===== config.mk =====
export PLATFORM = sky130hd
export DESIGN_NAME = tod_counter
export DESIGN_NICKNAME = d
export VERILOG_FILES = /design/src/rtl/tod_pkg.sv /design/src/rtl/tod_step_reg.sv /design/src/rtl/tod_adj_ctrl.sv /design/src/rtl/tod_time_acc.sv /design/src/rtl/tod_counter.sv
export SDC_FILE = /design/constraint.sdc
export NUM_CORES = 1
export LEC_CHECK = 0
export ABC_AREA = 0
export CAP_MARGIN = 20
export CORE_MARGIN = 2
export CORE_UTILIZATION = 55
export CTS_CLUSTER_DIAMETER = 200
export CTS_CLUSTER_SIZE = 30
export DETAILED_ROUTE_END_ITERATION = 8
export PLACE_DENSITY = 0.85
export SETUP_SLACK_MARGIN = 0.15
export SLEW_MARGIN = 30
export SYNTH_ARGS = -nofsm -noshare
export SYNTH_HDL_FRONTEND = slang
export SYNTH_SLANG_ARGS = --single-unit

===== constraint.sdc =====
create_clock -name clk -period 10.37 [get_ports clk]
set_clock_uncertainty 0.05 [all_clocks]
set_input_delay 1.5555 -clock clk [delete_from_list [all_inputs] [get_ports clk]]
set_output_delay 1.5555 -clock clk [all_outputs]
set_load 0.02 [all_outputs]

===== src/rtl/tod_pkg.sv =====
package tod_pkg;
   // word addresses of the register port
   localparam int unsigned WA_SEC_HI  = 0;
   localparam int unsigned WA_SEC_LO  = 1;
   localparam int unsigned WA_NS      = 2;
   localparam int unsigned WA_RSVD    = 3;
   localparam int unsigned WA_STEP    = 4;
   localparam int unsigned WA_ADJSTEP = 5;
   localparam int unsigned WA_ADJCNT  = 6;
   localparam int unsigned N_STEPS    = 2;
endpackage


===== src/rtl/tod_step_reg.sv =====
module tod_step_reg #(
   parameter int unsigned INT_W  = 4,
   parameter int unsigned FRAC_W = 16,
   parameter logic [INT_W+FRAC_W-1:0] RST_VAL = '0
) (
   input  logic                    clk,
   input  logic                    rst_n,
   input  logic                    wr_en,
   input  logic [INT_W+FRAC_W-1:0] wdata,
   output logic [INT_W+FRAC_W-1:0] step_q
);
   always_ff @(posedge clk or negedge rst_n) begin
      if (!rst_n)     step_q <= RST_VAL;
      else if (wr_en) step_q <= wdata;
   end
endmodule


===== src/rtl/tod_adj_ctrl.sv =====
module tod_adj_ctrl #(
   parameter int unsigned CNT_W = 20
) (
   input  logic             clk,
   input  logic             rst_n,
   input  logic             load,
   input  logic [CNT_W-1:0] load_val,
   output logic [CNT_W-1:0] cnt_q,
   output logic             use_adj
);
   assign use_adj = (cnt_q != '0);

   always_ff @(posedge clk or negedge rst_n) begin
      if (!rst_n)       cnt_q <= '0;
      else if (load)    cnt_q <= load_val;
      else if (use_adj) cnt_q <= cnt_q - 1'b1;
   end
endmodule


===== src/rtl/tod_time_acc.sv =====
module tod_time_acc #(
   parameter int unsigned    SEC_W      = 48,
   parameter int unsigned    NS_W       = 32,
   parameter int unsigned    INT_W      = 4,
   parameter int unsigned    FRAC_W     = 16,
   parameter longint unsigned NS_PER_SEC = 64'd1000000000
) (
   input  logic                    clk,
   input  logic                    rst_n,
   input  logic [INT_W+FRAC_W-1:0] step,
   input  logic                    ld_sec,
   input  logic [SEC_W-1:0]        sec_val,
   input  logic                    ld_ns,
   input  logic [NS_W-1:0]         ns_val,
   output logic [SEC_W-1:0]        sec_q,
   output logic [NS_W-1:0]         ns_q,
   output logic [FRAC_W-1:0]       frac_q
);
   localparam int unsigned P_W = INT_W + FRAC_W;
   localparam logic [NS_W:0] NS_LIMIT = (NS_W+1)'(NS_PER_SEC);

   if (NS_PER_SEC >= (64'd1 << NS_W)) begin : g_bad_limit
      $error("tod_time_acc: NS_PER_SEC does not fit NS_W");
   end
   if (INT_W >= NS_W) begin : g_bad_int
      $error("tod_time_acc: INT_W must be narrower than NS_W");
   end

   logic              frac_cy;
   logic [FRAC_W-1:0] frac_sum;
   logic [NS_W:0]     ns_sum;
   logic              wrap;
   logic [NS_W-1:0]   ns_next;

   always_comb begin
      {frac_cy, frac_sum} = {1'b0, frac_q} + {1'b0, step[FRAC_W-1:0]};
      ns_sum  = {1'b0, ns_q} + (NS_W+1)'(step[P_W-1:FRAC_W]) + (NS_W+1)'(frac_cy);
      wrap    = (ns_sum >= NS_LIMIT);
      ns_next = wrap ? NS_W'(ns_sum - NS_LIMIT) : ns_sum[NS_W-1:0];
   end

   always_ff @(posedge clk or negedge rst_n) begin
      if (!rst_n) begin
         sec_q  <= '0;
         ns_q   <= '0;
         frac_q <= '0;
      end else if (ld_sec) begin
         sec_q  <= sec_val;
      end else if (ld_ns) begin
         ns_q   <= ns_val;
         frac_q <= '0;
      end else begin
         frac_q <= frac_sum;
         ns_q   <= ns_next;
         if (wrap) sec_q <= sec_q + 1'b1;
      end
   end
endmodule


===== src/rtl/tod_counter.sv =====
module tod_counter #(
   parameter int unsigned     SEC_W         = 48,
   parameter int unsigned     NS_W          = 32,
   parameter int unsigned     INT_W         = 4,
   parameter int unsigned     FRAC_W        = 16,
   parameter int unsigned     CNT_W         = 20,
   parameter int unsigned     DATA_W        = 32,
   parameter int unsigned     ADDR_W        = 3,
   parameter longint unsigned NS_PER_SEC    = 64'd1000000000,
   parameter int unsigned     RST_STEP_NS   = 8,
   parameter int unsigned     RST_STEP_FRAC = 0
) (
   input  logic              clk,
   input  logic              rst_n,
   input  logic              reg_we,
   input  logic [ADDR_W-1:0] reg_addr,
   input  logic [DATA_W-1:0] reg_wdata,
   output logic [DATA_W-1:0] reg_rdata,
   output logic [SEC_W-1:0]  tod_sec,
   output logic [NS_W-1:0]   tod_ns,
   output logic [FRAC_W-1:0] tod_frac
);
   import tod_pkg::*;

   localparam int unsigned P_W     = INT_W + FRAC_W;
   localparam int unsigned SECHI_W = SEC_W - DATA_W;
   localparam logic [P_W-1:0] RST_STEP =
      {INT_W'(RST_STEP_NS), FRAC_W'(RST_STEP_FRAC)};

   if (ADDR_W < 3) begin : g_bad_addr
      $error("tod_counter: ADDR_W must be at least 3");
   end
   if (SEC_W <= DATA_W || SECHI_W > DATA_W) begin : g_bad_sec
      $error("tod_counter: SEC_W must span more than one and at most two words");
   end
   if (NS_W > DATA_W || P_W > DATA_W || CNT_W > DATA_W) begin : g_bad_fields
      $error("tod_counter: a field is wider than DATA_W");
   end

   logic                wr_sec_hi, wr_sec_lo, wr_ns, wr_cnt;
   logic [SECHI_W-1:0]  sec_hi_stage;
   logic [P_W-1:0]      step_q [N_STEPS];
   logic [P_W-1:0]      step_sel;
   logic [CNT_W-1:0]    adj_cnt_q;
   logic                use_adj;

   assign wr_sec_hi = reg_we && (reg_addr == ADDR_W'(WA_SEC_HI));
   assign wr_sec_lo = reg_we && (reg_addr == ADDR_W'(WA_SEC_LO));
   assign wr_ns     = reg_we && (reg_addr == ADDR_W'(WA_NS));
   assign wr_cnt    = reg_we && (reg_addr == ADDR_W'(WA_ADJCNT));

   always_ff @(posedge clk or negedge rst_n) begin
      if (!rst_n)         sec_hi_stage <= '0;
      else if (wr_sec_hi) sec_hi_stage <= reg_wdata[SECHI_W-1:0];
   end

   // index 0: normal step, index 1: adjustment step
   for (genvar gi = 0; gi < N_STEPS; gi++) begin : g_step
      tod_step_reg #(
         .INT_W  (INT_W),
         .FRAC_W (FRAC_W),
         .RST_VAL(gi == 0 ? RST_STEP : '0)
      ) u_step (
         .clk   (clk),
         .rst_n (rst_n),
         .wr_en (reg_we && (reg_addr == ADDR_W'(WA_STEP + gi))),
         .wdata (reg_wdata[P_W-1:0]),
         .step_q(step_q[gi])
      );
   end

   tod_adj_ctrl #(.CNT_W(CNT_W)) u_adj (
      .clk     (clk),
      .rst_n   (rst_n),
      .load    (wr_cnt),
      .load_val(reg_wdata[CNT_W-1:0]),
      .cnt_q   (adj_cnt_q),
      .use_adj (use_adj)
   );

   assign step_sel = use_adj ? step_q[1] : step_q[0];

   tod_time_acc #(
      .SEC_W     (SEC_W),
      .NS_W      (NS_W),
      .INT_W     (INT_W),
      .FRAC_W    (FRAC_W),
      .NS_PER_SEC(NS_PER_SEC)
   ) u_acc (
      .clk    (clk),
      .rst_n  (rst_n),
      .step   (step_sel),
      .ld_sec (wr_sec_lo),
      .sec_val({sec_hi_stage, reg_wdata}),
      .ld_ns  (wr_ns),
      .ns_val (reg_wdata[NS_W-1:0]),
      .sec_q  (tod_sec),
      .ns_q   (tod_ns),
      .frac_q (tod_frac)
   );

   always_comb begin
      reg_rdata = '0;
      case (reg_addr)
         ADDR_W'(WA_SEC_HI):  reg_rdata = DATA_W'(tod_sec[SEC_W-1:DATA_W]);
         ADDR_W'(WA_SEC_LO):  reg_rdata = tod_sec[DATA_W-1:0];
         ADDR_W'(WA_NS):      reg_rdata = DATA_W'(tod_ns);
         ADDR_W'(WA_STEP):    reg_rdata = DATA_W'(step_q[0]);
         ADDR_W'(WA_ADJSTEP): reg_rdata = DATA_W'(step_q[1]);
         ADDR_W'(WA_ADJCNT):  reg_rdata = DATA_W'(adj_cnt_q);
         default:             reg_rdata = '0;
      endcase
   end
endmodule


==> qor_table.md, run 1 <==
| Group | Result | This run |
| --- | --- | --- |
| run status | Outcome | finished clean |
| sta | Setup-violating endpoint count in the final report | 0 |
| logic synthesis | Number of distinct library cells after synthesis | 81 |
| global route | Total global routing track utilization | 0.374 |
| cts | Clock buffer depth | 2 |
| detailed routing | Post-route DRC | 0 |
| detailed routing | Total Wirelength | 41.6 mm |
| cts | TritonCTS Sinks | 172 |
| worst setup path | Arrival time at the worst endpoint | 9700 ps |
| cts | CTS H-Tree Depth | 4 |
| power | Power density relative to cell area | 311 nW/um2 |
| worst setup path | Worst Reg2Reg Path Length in Cells | 34 |
| die | Die outline area | 22200 um2 |
| sta | Worst-margin pin slew | 964 ps |
| detailed routing | Remaining antenna violation count | 0 |
| power | Max IR drop VDD | 0.000177 V |
| placement | Weighted congestion at the end of routability-driven global placement | 0.978 |
| worst setup path | CP max stage cell | sky130_fd_sc_hd__o21ai_1 |
| cts | Clk Latency, worst-skew pair | 440 ps |
| detailed routing | First-pass iteration count of the detailed router | 6 |
| detailed routing | Detailed router's first-iteration violation count | 1431 |
| worst setup path | Top cell by count, worst path | sky130_fd_sc_hd__o21ai_0 |
| finish | Count of antenna diodes in the layout | 0 |
| finish | Most frequent cells in the layout | sky130_fd_sc_hd__nand2_1 (210), sky130_fd_sc_hd__dfrtp_1 (171), sky130_fd_sc_hd__clkdlybuf4s50_1 (164), sky130_fd_sc_hd__a21oi_1 (155), sky130_fd_sc_hd__o21ai_0 (83) |
| global route | Wire length of the first global-routing pass | 64.4 mm |
| sta | Setup repair after global routing missed its margin | false |
| cts | Clk pin slew, worst setup/hold paths | 80 ps |
| logic synthesis | Area of the mapped netlist | 11600 um2 |
| die | Core area | 20800 um2 |
| logic synthesis | Prevailing post-synth register cell | sky130_fd_sc_hd__dfrtp_1 |
| min path | Kind of path behind the tightest hold check | flip-flop to flip-flop |
| worst setup path | Max stage delay on crit path | 780 ps |
| sta | Total Neg Setup Slack | 0 ps |
| die | Effective utilization at floorplan | 0.556 |
| die | Std-Cell Rows | 53 |
| placement | Cell total after placement | 1743 |
| job | Max-cap viol count | 0 |
| logic synthesis | Async S/R FF share, synth | 1.00 |
| sta | Final Slew Violations | 0 |
| worst setup path | Critical Path End Type | flip-flop |
| finish | End-of-flow core utilization | 0.669 |
| worst setup path | Startpoint class of the critical path | flip-flop |
| finish | Most common cell after layout, fill and taps aside | sky130_fd_sc_hd__nand2_1 |
| die | Die extent in x | 149 um |
| cts | Post-CTS setup buffer count | 0 |
| sta | Worst max-slew margin expressed relative to the limit | 0.357 |
| logic synthesis | Yosys warning count | 0 |
| finish | Area growth syn-to-layout | 20.3% |
| logic synthesis | Sequential share of the synthesized area | 0.372 |
| sta | Final hold violations | 0 |
| global route | Maximum number of pins on one net before global-route repair | 105 |
| placement | HPWL Detailed | 29.0 mm |
| sta | Final critical-path share of the clock period | 0.906 |
| finish | Fin cells | 1776 |
| logic synthesis | Post-synthesis sequential element count | 172 |
| power | Design Power | 4330 uW |
| cts | CTS Buf Count | 17 |
| cts | Clock root buffer | sky130_fd_sc_hd__clkbuf_16 |
| finish | Total number of nets in the final design | 1551 |
| sta | Fmax achieved | 106 MHz |
| power | Static Leak | 0.00578 uW |
| global route | Remaining global-route overflow | 0 |
| min path | WHS Path Cells | 1 |
| die | Number of top-level pins | 166 |
| worst setup path | Crit path required time | 10670 ps |
| worst setup path | Type of the worst setup path | flip-flop to flip-flop |
| sta | Final period demand of the worst path | 9400 ps |
| detailed routing | Post-detailed-route via-to-cell ratio | 6.76 |
| placement | Number of I/O port buffers | 165 |
| logic synthesis | Number of cells produced by synthesis | 1392 |
| die | Chip Height | 149 um |
| cts | CTS tree | built |
| cts | Post-cts resize count | 0 |
| logic synthesis | EDFF count, synth | 0 |
| worst setup path | Maximum fanout along the worst path | 25 |
| global route | Initial antenna violation count | 0 |
| cts | Hold buffer count at CTS | 0 |
| finish | Proportion of layout cells with a drive suffix above 1 | 0.0933 |
| logic synthesis | Average cell area after synthesis | 8.32 um2 |
| global route | Number of global-route vias before repair | 11400 |
| logic synthesis | Post-synth net total | 1455 |
| detailed routing | Routed WL per cell | 23.4 um |
| detailed routing | Overall via count from detail_route | 12000 |
-- area by class of cell --
class | instances | area (um2)
clock buffers | 18 | 439
clock inverters | 14 | 171
fillers | 1708 | 6890
inverters | 18 | 67.6
multi-input cells | 1100 | 6820
flip-flops and latches | 172 | 4310
well taps | 275 | 344
repair buffers | 179 | 1780
-- state kept, by name, summed over array words and instances, names as in the netlist --
name,flops
u_adj.cnt_q,20
u_acc.frac_q,16
u_acc.sec_q,48
sec_hi_stage,16
u_acc.ns_q,32
g_step.u_step.step_q,40
-- metal layers --
layer | up-vias | part of all wire | GRT usage
li1 | 5283 | - | -
met1 | 5779 | 0.38 | 0.505
met2 | 778 | 0.45 | 0.574
met3 | 158 | 0.11 | 0.0709
met4 | 0 | 0.057 | 0.200
met5 | - | 0 | 0
-- where the power goes --
| group | internal, uW | switching, uW | total (uW) |
|---|---|---|---|
| Clock | 371 | 303 | 674 |
| Combinational | 994 | 1220 | 2210 |
| Sequential | 935 | 516 | 1450 |
-- worst max-delay path: cells and delay by family, from the launching register on --
kind / cells / cell delay, ps
AOI/OAI and AO/OA: 19 / 4580
and+or+nand+nor: 11 / 2780
DFF: 1 / 400
adders and majority gates: 4 / 1500
-- metrics by stage --
step,cell area (um2),hold WS [ps],setup WS (ps)
final,13900,455,971
after global routing,13900,477,242
after CTS,13900,458,1100
after detailed placement,13300,441,1170
after global placement,13300,436,1390
after floorplan,11600,425,2080
-- final timing paths --
check | end | from | slack [ps]
max | u_acc.sec_q[24] | u_adj.cnt_q[13] | 970
max reg2reg | u_acc.sec_q[24] | u_adj.cnt_q[13] | 970
min reg2reg | sec_hi_stage[5] | sec_hi_stage[5] | 460
min in group asynchronous | u_acc.ns_q[17] | rst_n | 1140
max in group asynchronous | u_acc.sec_q[30] | rst_n | 7890
min | sec_hi_stage[5] | sec_hi_stage[5] | 460
-- logic make-up (layout without fill, tap and decap cells) --
kind of cell / count (synthesis) / in the layout / share of synthesized area
adders and majority gates: 25 / 25 / 0.0290
muxes: 60 / 60 / 0.0579
buffers and inverters: 120 / 229 / 0.0431
DFF: 172 / 172 / 0.372
xor gates and xnor gates: 58 / 58 / 0.0445
AOI/OAI and AO/OA: 449 / 449 / 0.243
and+or+nand+nor: 508 / 508 / 0.210
-- cells in the mapped netlist (13+ instances only) --
library cell               count  share of area
sky130_fd_sc_hd__a21o_1       15         0.0097
sky130_fd_sc_hd__nor2_1       75          0.024
sky130_fd_sc_hd__mux2_2       56          0.054
sky130_fd_sc_hd__ha_1         22          0.024
sky130_fd_sc_hd__o21ai_0      83          0.036
sky130_fd_sc_hd__nand4_1      13         0.0070
sky130_fd_sc_hd__clkbuf_1     76          0.025
sky130_fd_sc_hd__o22ai_1      32          0.017
sky130_fd_sc_hd__a22o_1       26          0.020
sky130_fd_sc_hd__xnor2_1      32          0.024
sky130_fd_sc_hd__a21oi_1     155          0.067
sky130_fd_sc_hd__xor2_1       25          0.019
sky130_fd_sc_hd__a22oi_1      58          0.038
sky130_fd_sc_hd__dfrtp_1     171           0.37
sky130_fd_sc_hd__nor4_1       14         0.0076
sky130_fd_sc_hd__nand2_1     212          0.069
sky130_fd_sc_hd__and3_1       24          0.013
sky130_fd_sc_hd__nand3_1      72          0.031
sky130_fd_sc_hd__nor3_1       27          0.012
sky130_fd_sc_hd__inv_1        18         0.0058
Note: power is estimated with default switching activity, not from simulation.
==> inputs of run 2 (changes only) <==
--- a/config.mk
+++ b/config.mk
@@ -6,7 +6,6 @@
 export NUM_CORES = 1
 export LEC_CHECK = 0
 export ABC_AREA = 0
-export CAP_MARGIN = 20
 export CORE_MARGIN = 2
 export CORE_UTILIZATION = 55
 export CTS_CLUSTER_DIAMETER = 200
@@ -14,6 +13,7 @@
 export DETAILED_ROUTE_END_ITERATION = 8
 export PLACE_DENSITY = 0.85
 export SETUP_SLACK_MARGIN = 0.15
+export SKIP_LAST_GASP = 1
 export SLEW_MARGIN = 30
 export SYNTH_ARGS = -nofsm -noshare
 export SYNTH_HDL_FRONTEND = slang
==> results of run 2 <==
The final DEF is identical to that of run 1; final timing and power are the same.
==> inputs of run 3 (changes only) <==
--- a/config.mk
+++ b/config.mk
@@ -11,7 +11,9 @@
 export CTS_CLUSTER_DIAMETER = 200
 export CTS_CLUSTER_SIZE = 30
 export DETAILED_ROUTE_END_ITERATION = 8
-export PLACE_DENSITY = 0.85
+export DONT_BUFFER_PORTS = 1
+export GPL_TIMING_DRIVEN = 0
+export PLACE_DENSITY = 0.75
 export SETUP_SLACK_MARGIN = 0.15
 export SKIP_LAST_GASP = 1
 export SLEW_MARGIN = 30
==> qor_table.md, run 3 (synthesis results as in run 1) <==
| Group | Result | This run | Delta |
| --- | --- | --- | --- |
| placement | Weighted congestion at the end of routability-driven global placement | 0.976 | -0.20% |
| finish | Area growth syn-to-layout | 8.74% |  |
| worst setup path | Maximum fanout along the worst path | 10 | -60% |
| die | Die extent in x | 149 um | unchanged |
| worst setup path | Type of the worst setup path | flip-flop to flip-flop |  |
| placement | Placement Setup Slack | 353 ps | -816 ps |
| worst setup path | Critical Path End Type | flip-flop |  |
| worst setup path | Arrival time at the worst endpoint | 10040 ps | +340 ps |
| cts | Hold buffer count at CTS | 0 | unchanged |
| global route | Wire length of the first global-routing pass | 67.8 mm | +5.3% |
| detailed routing | Routed WL per cell | 26.9 um | +15% |
| worst setup path | CP max stage cell | sky130_fd_sc_hd__or4_1 |  |
| finish | Count of antenna diodes in the layout | 0 | unchanged |
| min path | Kind of path behind the tightest hold check | flip-flop to flip-flop |  |
| worst setup path | Slack of the worst reg-to-reg path | 640 ps | -330 ps |
| detailed routing | First-pass iteration count of the detailed router | 6 | unchanged |
| detailed routing | Detailed router's first-iteration violation count | 1733 | +21% |
| sta | Worst-margin pin slew | 930 ps | -34.1 ps |
| finish | Most frequent cells in the layout | sky130_fd_sc_hd__nand2_1 (212), sky130_fd_sc_hd__dfrtp_1 (171), sky130_fd_sc_hd__a21oi_1 (155), sky130_fd_sc_hd__o21ai_0 (82), sky130_fd_sc_hd__nor2_1 (75) |  |
| detailed routing | Overall via count from detail_route | 11800 | -1.4% |
| power | Max IR drop VDD | 0.000179 V | +1.3% |
| finish | Total number of nets in the final design | 1475 | -4.9% |
| cts | Clock buffer depth | 2 | unchanged |
| global route | Total global routing track utilization | 0.410 | +0.0359 |
| sta | Total Neg Setup Slack | 0 ps | unchanged |
| cts | CTS tree | built |  |
| die | Number of top-level pins | 166 | unchanged |
| global route | Maximum number of pins on one net before global-route repair | 173 | +65% |
| power | Power density relative to cell area | 317 nW/um2 | +1.8% |
| sta | Fmax achieved | 103 MHz | -3.4% |
| sta | Worst max-slew margin expressed relative to the limit | 0.380 | +0.0227 |
| sta | Final period demand of the worst path | 9730 ps | +326 ps |
| sta | Final Slew Violations | 0 | unchanged |
| sta | Setup repair after global routing missed its margin | true |  |
| worst setup path | Top cell by count, worst path | sky130_fd_sc_hd__a21oi_1 |  |
| detailed routing | Post-route DRC | 0 | unchanged |
| detailed routing | Total Wirelength | 45.8 mm | +10% |
| sta | Final hold violations | 0 | unchanged |
| finish | Most common cell after layout, fill and taps aside | sky130_fd_sc_hd__nand2_1 |  |
| placement | Number of I/O port buffers | 0 | -100% |
| global route | M1 GR Usage | 0.528 | +0.0231 |
| die | Die outline area | 22200 um2 | unchanged |
| cts | CTS H-Tree Depth | 4 | unchanged |
| sta | Setup-violating endpoint count in the final report | 0 | unchanged |
| die | Chip Height | 149 um | unchanged |
| finish | Proportion of layout cells with a drive suffix above 1 | 0.100 | +0.00708 |
| cts | Clk Latency, worst-skew pair | 440 ps | about the same |
| sta | Final critical-path share of the clock period | 0.938 | +0.0315 |
| cts | TritonCTS Sinks | 172 | unchanged |
| finish | Max reg flops | 48 | unchanged |
| detailed routing | Post-detailed-route via-to-cell ratio | 6.96 | +3.0% |
| sta | Worst-case setup margin in the final layout | 645 ps | -326 ps |
| die | Std-Cell Rows | 53 | unchanged |
| global route | Initial antenna violation count | 0 | unchanged |
| placement | HPWL Detailed | 33.5 mm | +16% |
| die | Effective utilization at floorplan | 0.556 | unchanged |
| worst setup path | Startpoint class of the critical path | flip-flop |  |
| global route | Met2 track utilization from global routing | 0.620 | +0.0461 |
| cts | Clock root buffer | sky130_fd_sc_hd__clkbuf_16 |  |
| power | Static Leak | 0.00525 uW | -9.2% |
| run status | Outcome | finished clean |  |
| job | Max-cap viol count | 0 | unchanged |
| global route | GRT Max-Usage Layer | met2 |  |
| global route | Met3 layer usage reported by global route | 0.135 | +0.0639 |
| finish | Regs by FF count | u_acc.sec_q: 48 flops, g_step.u_step.step_q: 40 flops, u_acc.ns_q: 32 flops |  |
| cts | Clk pin slew, worst setup/hold paths | 80 ps | about the same |
| die | Core area | 20800 um2 | unchanged |
| worst setup path | Crit path required time | 10690 ps | +20 ps |
| worst setup path | Max stage delay on crit path | 610 ps | -170 ps |
| detailed routing | Remaining antenna violation count | 0 | unchanged |
| global route | Number of global-route vias before repair | 10900 | -4.8% |
| global route | Remaining global-route overflow | 0 | unchanged |
| cts | CTS Buf Count | 17 | unchanged |
| finish | Register bank with the most flops | u_acc.sec_q |  |
==> run 3: changes by cell type in the layout (fill, tap and decap cells not counted), sizes merged <==
cell	previous run	this run
clkdlybuf4s50	164	0
clkinv	4	6
clkbuf	19	94
buf	14	26
inv	25	24
==> run 3: worst paths after layout <==
| check | end | startpoint | depth (start not counted) |
|---|---|---|---|
| max | u_acc.ns_q[26] | u_adj.cnt_q[6] | 38 |
| min in group asynchronous | u_acc.frac_q[13] | rst_n | 0 |
| min reg2reg | sec_hi_stage[12] | sec_hi_stage[12] | 1 |
| max reg2reg | u_acc.ns_q[26] | u_adj.cnt_q[6] | 38 |
| max in group asynchronous | g_step[1].u_step.step_q[1] | rst_n | 0 |
| min | sec_hi_stage[12] | sec_hi_stage[12] | 1 |
==> run 3: critical path: cells and delay by family, from the launching register on <==
kind,cells,cell delay (ps)
buffers and inverters,4,1280
adder cells (fa/ha/maj),4,1390
AND/OR/NAND/NOR,10,2060
AO/OA/AOI/OAI,19,4070
XOR/XNOR,1,300
flip-flops,1,470
==> run 3: power by group <==
group	switching, uW	internal (uW)	total (uW)	leakage (uW)
Clock	315	370	684	0.000303
Combinational	1000	680	1680	0.00294
Sequential	692	931	1620	0.00200
==> run 3: cell type report <==
cell class / count / area, um2
Sequential cell: 172 / 4310
Clock inverter: 15 / 203
Tap cell: 275 / 344
Inverter: 18 / 67.6
Fill cell: 1908 / 8230
Timing Repair Buffer: 1 / 7.51
Buffer: 102 / 439
Multi-Input combinational cell: 1100 / 6800
Clock buffer: 17 / 425
==> run 3: stage by stage <==
step	util	power, uW	cell area (um2)	std cells	hold slack [ps]
5_1_grt	0.605	4200	12600	1700	481
3_5_place_dp	0.573	3240	11900	1667	441
6_report	0.605	3990	12600	1700	457
2_1_floorplan	-	2700	11600	1392	425
4_1_cts	0.603	3920	12600	1699	458
3_3_place_gp	0.573	3200	11900	1667	436
==> run 3: per-layer routing <==
layer	vias up	wire length [um]
met3	193	6120
li1	5127	-
met2	849	19900
met4	0	2840
met1	5661	17000
met5	-	0
==> run 3: repair_timing <==
action	4_1_cts	5_1_grt
setup buffers	0	1
resized for setup	0	13
setup endpoints to repair	0	71
endpoints found under the hold margin	0	0
